==> src/rtl/hdlc_tx_pkg.sv <==
// Shared constants and types for the HDLC transmitter.
package hdlc_tx_pkg;
    localparam logic [7:0]  FLAG_BYTE     = 8'h7E;
    localparam logic [15:0] CRC_POLY_REFL = 16'h8408;
    localparam logic [15:0] CRC_PRESET    = 16'hFFFF;

    typedef enum logic [2:0] {
        ST_IDLE, ST_OPEN, ST_DATA, ST_CRC, ST_TAIL, ST_CLOSE, ST_ABORT
    } tx_state_t;

    typedef struct packed {
        logic       eof;
        logic [7:0] data;
    } fifo_word_t;
endpackage

==> src/rtl/hdlc_tx_fifo.sv <==
// Byte buffer of two equal halves. The head is read combinationally and
// pop advances it. Writes while full are dropped. half_free reports room
// for one whole half. Assumes the caller never pops when empty.
module hdlc_tx_fifo
    import hdlc_tx_pkg::*;
#(
    parameter int HALF_BYTES = 32
) (
    input  logic       clk,
    input  logic       rst_n,
    input  logic       wr_en,
    input  fifo_word_t wr_word,
    input  logic       pop,
    output fifo_word_t head,
    output logic       empty,
    output logic       full,
    output logic       half_free
);
    localparam int DEPTH = 2 * HALF_BYTES;
    localparam int AW    = $clog2(DEPTH);
    localparam int CW    = $clog2(DEPTH + 1);

    fifo_word_t     mem [DEPTH];
    logic [AW-1:0]  wr_ptr, rd_ptr;
    logic [CW-1:0]  count;
    logic           push;

    assign push      = wr_en && !full;
    assign empty     = (count == '0);
    assign full      = (count == CW'(DEPTH));
    assign half_free = (count <= CW'(HALF_BYTES));
    assign head      = mem[rd_ptr];

    // Storage write; contents need no reset.
    always_ff @(posedge clk) begin
        if (push) mem[wr_ptr] <= wr_word;
    end

    // Pointer and occupancy bookkeeping.
    always_ff @(posedge clk) begin
        if (!rst_n) begin
            wr_ptr <= '0;
            rd_ptr <= '0;
            count  <= '0;
        end else begin
            if (push) wr_ptr <= (wr_ptr == AW'(DEPTH - 1)) ? '0 : wr_ptr + 1'b1;
            if (pop)  rd_ptr <= (rd_ptr == AW'(DEPTH - 1)) ? '0 : rd_ptr + 1'b1;
            case ({push, pop})
                2'b10:   count <= count + 1'b1;
                2'b01:   count <= count - 1'b1;
                default: count <= count;
            endcase
        end
    end

    assert_pop_nonempty_R9: assert property (@(posedge clk) disable iff (!rst_n)
        pop |-> !empty);
    assert_full_drop_R11: assert property (@(posedge clk) disable iff (!rst_n)
        (wr_en && full && !pop) |=> (count == $past(count)));
endmodule

==> src/rtl/hdlc_tx_crc16.sv <==
// Bit-serial reflected CRC-16. crc_next gives the value after absorbing
// bit_in, so the caller can capture the final check word on the same edge.
module hdlc_tx_crc16
    import hdlc_tx_pkg::*;
(
    input  logic        clk,
    input  logic        rst_n,
    input  logic        init,
    input  logic        bit_en,
    input  logic        bit_in,
    output logic [15:0] crc_next
);
    logic [15:0] crc_q;

    // One shift step of the reflected polynomial.
    always_comb begin
        crc_next = {1'b0, crc_q[15:1]};
        if (crc_q[0] ^ bit_in) crc_next = crc_next ^ CRC_POLY_REFL;
    end

    // Remainder register: preset per frame, stepped per data bit.
    always_ff @(posedge clk) begin
        if (!rst_n || init) crc_q <= CRC_PRESET;
        else if (bit_en)    crc_q <= crc_next;
    end

    assert_crc_preset_R3: assert property (@(posedge clk) disable iff (!rst_n)
        init |=> (crc_q == CRC_PRESET));
endmodule

==> src/rtl/hdlc_tx_ctrl.sv <==
// Bit sequencer: walks idle, flag, data, check, stuff-tail and abort
// phases, one bit per strobed slot. Assumes head is valid whenever empty
// is low and that slot_en marks every usable link bit.
module hdlc_tx_ctrl
    import hdlc_tx_pkg::*;
(
    input  logic        clk,
    input  logic        rst_n,
    input  logic        slot_en,
    input  logic        shared_en,
    input  logic [7:0]  idle_code,
    input  fifo_word_t  head,
    input  logic        empty,
    input  logic [15:0] crc_next,
    output logic        pop,
    output logic        crc_init,
    output logic        crc_bit_en,
    output logic        crc_bit,
    output logic        tx_bit,
    output logic        underrun
);
    tx_state_t   state;
    logic [3:0]  idx;
    logic [15:0] shreg;
    logic [2:0]  ones, ones_next;
    logic        last_q, stuff_now, byte_end, chain;

    assign stuff_now  = (state == ST_DATA || state == ST_CRC) && (ones == 3'd5);
    assign byte_end   = (idx[2:0] == 3'd7);
    assign chain      = shared_en && !empty;
    assign crc_bit    = shreg[0];
    assign crc_bit_en = slot_en && (state == ST_DATA) && !stuff_now;
    assign ones_next  = tx_bit ? ones + 1'b1 : 3'd0;
    assign crc_init   = slot_en && byte_end &&
                        ((state == ST_OPEN) || (state == ST_CLOSE && chain));
    assign pop        = crc_init ||
                        (slot_en && state == ST_DATA && !stuff_now && byte_end &&
                         !last_q && !empty);

    // Current line bit for the phase and position.
    always_comb begin
        unique case (state)
            ST_IDLE:           tx_bit = idle_code[idx[2:0]];
            ST_OPEN, ST_CLOSE: tx_bit = FLAG_BYTE[idx[2:0]];
            ST_DATA, ST_CRC:   tx_bit = stuff_now ? 1'b0 : shreg[0];
            ST_TAIL:           tx_bit = 1'b0;
            default:           tx_bit = 1'b1;
        endcase
    end

    // Phase sequencing, advanced only in strobed slots.
    always_ff @(posedge clk) begin
        if (!rst_n) begin
            state    <= ST_IDLE;
            idx      <= '0;
            shreg    <= '0;
            ones     <= '0;
            last_q   <= 1'b0;
            underrun <= 1'b0;
        end else begin
            underrun <= 1'b0;
            if (slot_en) begin
                if (stuff_now) begin
                    ones <= '0;
                end else begin
                    unique case (state)
                        ST_IDLE: begin
                            idx <= byte_end ? 4'd0 : idx + 1'b1;
                            if (byte_end && !empty) state <= ST_OPEN;
                        end
                        ST_OPEN: begin
                            idx <= byte_end ? 4'd0 : idx + 1'b1;
                            if (byte_end) state <= ST_DATA;
                        end
                        ST_DATA: begin
                            ones  <= ones_next;
                            shreg <= {1'b0, shreg[15:1]};
                            idx   <= byte_end ? 4'd0 : idx + 1'b1;
                            if (byte_end && last_q) begin
                                state <= ST_CRC;
                                shreg <= ~crc_next;
                            end else if (byte_end && empty) begin
                                state    <= ST_ABORT;
                                underrun <= 1'b1;
                            end
                        end
                        ST_CRC: begin
                            ones  <= ones_next;
                            shreg <= {1'b0, shreg[15:1]};
                            idx   <= (idx == 4'd15) ? 4'd0 : idx + 1'b1;
                            if (idx == 4'd15)
                                state <= (ones_next == 3'd5) ? ST_TAIL : ST_CLOSE;
                        end
                        ST_TAIL: state <= ST_CLOSE;
                        ST_CLOSE: begin
                            idx <= byte_end ? 4'd0 : idx + 1'b1;
                            if (byte_end) state <= chain ? ST_DATA : ST_IDLE;
                        end
                        default: begin
                            idx <= byte_end ? 4'd0 : idx + 1'b1;
                            if (byte_end) state <= ST_IDLE;
                        end
                    endcase
                end
                if (pop) begin
                    shreg  <= {8'h00, head.data};
                    last_q <= head.eof;
                end
                if (crc_init) ones <= '0;
            end
        end
    end

    // Checker-only count of consecutive transmitted ones inside a frame.
    logic [2:0] chk_run;
    always_ff @(posedge clk) begin
        if (!rst_n || crc_init) chk_run <= '0;
        else if (slot_en && (state == ST_DATA || state == ST_CRC || state == ST_TAIL))
            chk_run <= tx_bit ? ((chk_run == 3'd7) ? chk_run : chk_run + 1'b1) : 3'd0;
    end

    assert_no_six_ones_R4: assert property (@(posedge clk) disable iff (!rst_n)
        (slot_en && (state == ST_DATA || state == ST_CRC) && tx_bit) |-> (chk_run < 3'd5));
    assert_underrun_pulse_R9: assert property (@(posedge clk) disable iff (!rst_n)
        underrun |=> !underrun);
    assert_abort_entry_R9: assert property (@(posedge clk) disable iff (!rst_n)
        $rose(underrun) |-> (state == ST_ABORT));
    assert_hold_without_slot_R5: assert property (@(posedge clk) disable iff (!rst_n)
        !slot_en |=> ($stable(state) && $stable(idx)));
endmodule

==> src/rtl/hdlc_flag_tx.sv <==
// Top of the HDLC transmitter: buffer, CRC unit and bit sequencer.
// Assumes slot_en is already aligned to data-link bit positions.
module hdlc_flag_tx
    import hdlc_tx_pkg::*;
#(
    parameter int HALF_BYTES = 32
) (
    input  logic       clk,
    input  logic       rst_n,
    input  logic       wr_en,
    input  logic [7:0] wr_data,
    input  logic       wr_eof,
    input  logic       shared_en,
    input  logic [7:0] idle_code,
    input  logic       slot_en,
    output logic       tx_bit,
    output logic       half_req,
    output logic       underrun
);
    fifo_word_t  head, wr_word;
    logic        empty, full, pop, crc_init, crc_bit_en, crc_bit;
    logic [15:0] crc_next;

    assign wr_word = '{eof: wr_eof, data: wr_data};

    hdlc_tx_fifo #(.HALF_BYTES(HALF_BYTES)) i_fifo (
        .clk(clk), .rst_n(rst_n), .wr_en(wr_en), .wr_word(wr_word), .pop(pop),
        .head(head), .empty(empty), .full(full), .half_free(half_req)
    );

    hdlc_tx_crc16 i_crc (
        .clk(clk), .rst_n(rst_n), .init(crc_init), .bit_en(crc_bit_en),
        .bit_in(crc_bit), .crc_next(crc_next)
    );

    hdlc_tx_ctrl i_ctrl (
        .clk(clk), .rst_n(rst_n), .slot_en(slot_en), .shared_en(shared_en),
        .idle_code(idle_code), .head(head), .empty(empty), .crc_next(crc_next),
        .pop(pop), .crc_init(crc_init), .crc_bit_en(crc_bit_en), .crc_bit(crc_bit),
        .tx_bit(tx_bit), .underrun(underrun)
    );

    assert_half_req_not_full_R10: assert property (@(posedge clk) disable iff (!rst_n)
        half_req |-> !full);
endmodule

==> config.mk <==
export PLATFORM = sky130hd
export DESIGN_NAME = hdlc_flag_tx
export DESIGN_NICKNAME = d
export VERILOG_FILES = /design/src/rtl/hdlc_tx_pkg.sv /design/src/rtl/hdlc_tx_fifo.sv /design/src/rtl/hdlc_tx_crc16.sv /design/src/rtl/hdlc_tx_ctrl.sv /design/src/rtl/hdlc_flag_tx.sv
export SDC_FILE = /design/constraint.sdc
export NUM_CORES = 1
export LEC_CHECK = 0
export ABC_AREA = 1
export BUFFER_PORTS_ARGS = -buffer_cell sky130_fd_sc_hd__buf_2
export CAP_MARGIN = 5
export CORE_ASPECT_RATIO = 1.5
export CORE_MARGIN = 2
export CORE_UTILIZATION = 55
export DETAILED_ROUTE_END_ITERATION = 7
export GPL_ROUTABILITY_DRIVEN = 1
export PLACE_DENSITY = 0.79
export SYNTH_ARGS = -nofsm -noshare
export SYNTH_HDL_FRONTEND = slang
export SYNTH_SLANG_ARGS = --single-unit
==> constraint.sdc <==
create_clock -name clk -period 3.68 [get_ports clk]
set_input_delay 0.184 -clock clk [delete_from_list [all_inputs] [get_ports clk]]
set_output_delay 0.184 -clock clk [all_outputs]
set_load 0.1 [all_outputs]
==> flow_summary.json <==
{
  "synth_seq_cells": 646,
  "critPathArrivalTime_ns": 3.51,
  "dp_hpwl_um": 42100,
  "slowest_stage": "dfxtp_1",
  "p_leak_uw": 0.0108,
  "die_w_um": 185,
  "synth.area.top_cells": "edfxtp_1 (64%), nand2_1 (11%), nand3_1 (9.1%)",
  "cp_common_cell": "nand2_1",
  "top_layer": "met4",
  "initial_core_util_pct": 55.6,
  "hold_class": "in -> reg",
  "p_per_area_nw_per_um2": 476,
  "ys_types": 43,
  "fin_crit_ns": 3.05,
  "crit_fanout": 18,
  "fin_util_pct": 61.3,
  "ant_nets": 0,
  "ys_seq_area_share_pct": 69.2,
  "cts_resized": 0,
  "wire_per_inst_um": 21.1,
  "grt_max_degree": 150,
  "fin_crit_sh_pct": 83.0,
  "max_freq_ghz": 0.328,
  "worst_setup_path_end_kind": "register",
  "slew_viol_final": 0,
  "synth_top_area_cell": "edfxtp_1",
  "crit_type": "reg -> reg",
  "clockBufferDepth": 3,
  "wl_met1_um": 23500,
  "p_sw_uw": 2990,
  "p_clk_share_pct": 40.1,
  "synthesis.area_sq_um": 27000,
  "post_cts_buffers": 0,
  "die-area_sq_um": 51000,
  "crit_family": "simple AND/OR/NAND/NOR gates",
  "met3_length_um": 5210,
  "clock_sinks": 646,
  "pin_count": 25,
  "hold_slack_ns": 0.0611,
  "ir_drop_v": 0.000383,
  "fin_worst_skew_ns": 0.0341,
  "setup_tns_ns": 0,
  "yosys_warnings": 0,
  "cts_hold_buf": 1,
  "required_ns": 4.13,
  "drv_cap": 0,
  "antenna_found_initial": 0,
  "insertion_delay_ns": 0.61,
  "synth_nets": 2518,
  "status": "finished, final reports clean",
  "grt_pass1_vias": 18300,
  "switching_share_pct": 21.1,
  "syn_inst": 2487,
  "route.met2.wl_um": 35100,
  "synth_flop_cell": "edfxtp_1",
  "clk_pin_slew_ns": 0.06,
  "cts_tree": "built",
  "comb_power_share_pct": 3.1,
  "first_pass_iters": 7,
  "drt_iter0_markers": 1957,
  "crit_path_start_kind": "register",
  "grt_pass1_wl_um": 103000,
  "tightest_slew_ns": 1.07,
  "rsz0062_at_grt": "no",
  "avgSynthCellArea_sq_um": 10.9,
  "hold_viol": 0,
  "wirelength_um": 67900,
  "crit_chain": "inv_2, nor2_4, nand3_4, nor2_8, nand2_2, nand2_4, ha_1, xor2_1, ha_1, a21oi_1, inv_1, nand3_1, nand2_1, nand2_1, inv_1, nand2_1, nand2_1, nand2_1, nand2_1, nand2_1, a21oi_1",
  "drive_above_1_share_pct": 8.94,
  "antennaDiodeCount": 0,
  "setup_violations": 0,
  "grt_usage_pct": 26.8,
  "power.share.sequential_pct": 56.8,
  "synth_top_area_share_pct": 64.0,
  "area_growth_pct": 10.1,
  "drcViolationCount": 0,
  "vias_per_cell": 5.86,
  "port_buffers": 24,
  "grt_overflow": 0,
  "die_h_um": 275,
  "cts_buffers": 56,
  "slew_headroom_pct": 28.3,
  "gp_congestion": 0.950,
  "layout.nets": 2549,
  "crit_buf_inv": 3,
  "root_buffer": "clkbuf_16",
  "max_stage_delay_ns": 0.44,
  "rows": 99,
  "core_sq_um": 48600,
  "htreeDepth": 2,
  "synth-edff-count": 576,
  "async_flop_share_pct": 0,
  "cell_internal_pwr_uw": 11200,
  "via_count": 18900
}
[stage by stage]
stage | cells | setup slack (ns) | total power (uW) | instance area [sq um]
2_1_floorplan | 2487 | 0.541 | 8410 | 27000
3_3_place_gp | 3115 | 0.595 | 8630 | 28000
3_5_place_dp | 3115 | 0.645 | 8640 | 28000
4_1_cts | 3218 | 0.614 | 14200 | 29800
5_1_grt | 3218 | 0.344 | 14500 | 29800
6_report | 3218 | 0.627 | 14200 | 29800
[sequential cells by signal, summed over array words and instances, names as in the netlist, named ones only]
register and count:
i_crc.crc_q 16, i_ctrl.idx 4, i_ctrl.last_q 1, i_ctrl.ones 3, i_ctrl.shreg 16, i_ctrl.state 3, i_ctrl.underrun 1, i_fifo.count 7
i_fifo.mem 576, i_fifo.rd_ptr 6, i_fifo.wr_ptr 6
[cell usage after synthesis, types with 4 or more instances]
cell,number
clkbuf_1,28
inv_2,5
nand2_1,821
buf_2,77
nand3_1,489
dfxtp_1,70
o211ai_1,16
ha_1,9
xnor2_1,4
a21oi_2,4
buf_1,15
nand2_2,4
nor2_1,117
nand4_1,16
o31ai_1,6
inv_1,63
nor3_1,7
o21ai_0,42
a21oi_1,53
edfxtp_1,576
xor2_1,10
buf_4,18
o21ai_1,6
[area by class of cell]
class                           count  area [sq um]
Clock buffer                       63          1430
Clock inverter                     39           323
Fill cell                        3764         18800
Inverter                           72           280
Multi-Input combinational cell   1628          7330
Sequential cell                   646         18700
Tap cell                          656           821
Timing Repair Buffer              114           868
[worst min-delay path: cells and delay by family]
family	cells	cell delay, ns
AOI/OAI and AO/OA	2	0.29
buffers and inverters	1	0.12
[layout by cell type (no fill, tap or decap), drive strengths merged, types with 3 or more instances in the layout]
cell type / instances
a31oi: 4
nand3: 494
ha: 9
edfxtp: 576
o31ai: 6
a21oi: 57
dfxtp: 70
o211ai: 16
clkinv: 33
inv: 71
bufinv: 4
xnor2: 4
clkinvlp: 3
nor3: 8
nand2: 826
xor2: 10
clkbuf: 63
o21ai: 49
nor2: 121
buf: 113
nand4: 16
[cell families after synthesis]
kind of cell,synth area share [%]
AND/OR/NAND/NOR,23.3
adder cells (fa/ha/maj),0.417
flip-flops,69.2
AO/OA/AOI/OAI,2.95
XOR/XNOR,0.454
buffers and inverters,3.67
[metal layers]
metal | up-vias | global-route usage (%)
li1 | 8703 | -
met1 | 8979 | 31.2
met2 | 975 | 47.8
met3 | 212 | 3.21
met4 | 0 | 15.6
met5 | - | 0
[worst paths after layout]
| kind | to | slack (ns) | cells past startpoint | startpoint |
|---|---|---|---|---|
| setup / recovery | i_fifo.count[6]$_SDFFE_PN0P_ | 0.63 | 21 | i_ctrl.state[1]$_SDFFE_PN0P_ |
| hold / removal | i_fifo.wr_ptr[1]$_SDFFE_PN0P_ | 0.06 | 3 | wr_en |
| setup reg to reg | i_fifo.count[6]$_SDFFE_PN0P_ | 0.63 | 21 | i_ctrl.state[1]$_SDFFE_PN0P_ |
| hold reg to reg | i_ctrl.shreg[9]$_SDFFE_PN0P_ | 0.46 | 2 | i_ctrl.shreg[9]$_SDFFE_PN0P_ |
[power groups by stage]
stage	clock network, uW	logic (uW)	registers (uW)
floorplan	0	220	8190
global placement	0	424	8200
detailed placement	0	436	8210
CTS	5760	439	8050
global route	6010	474	8050
finish	5680	444	8050
Note: power is estimated with default switching activity, not from simulation.
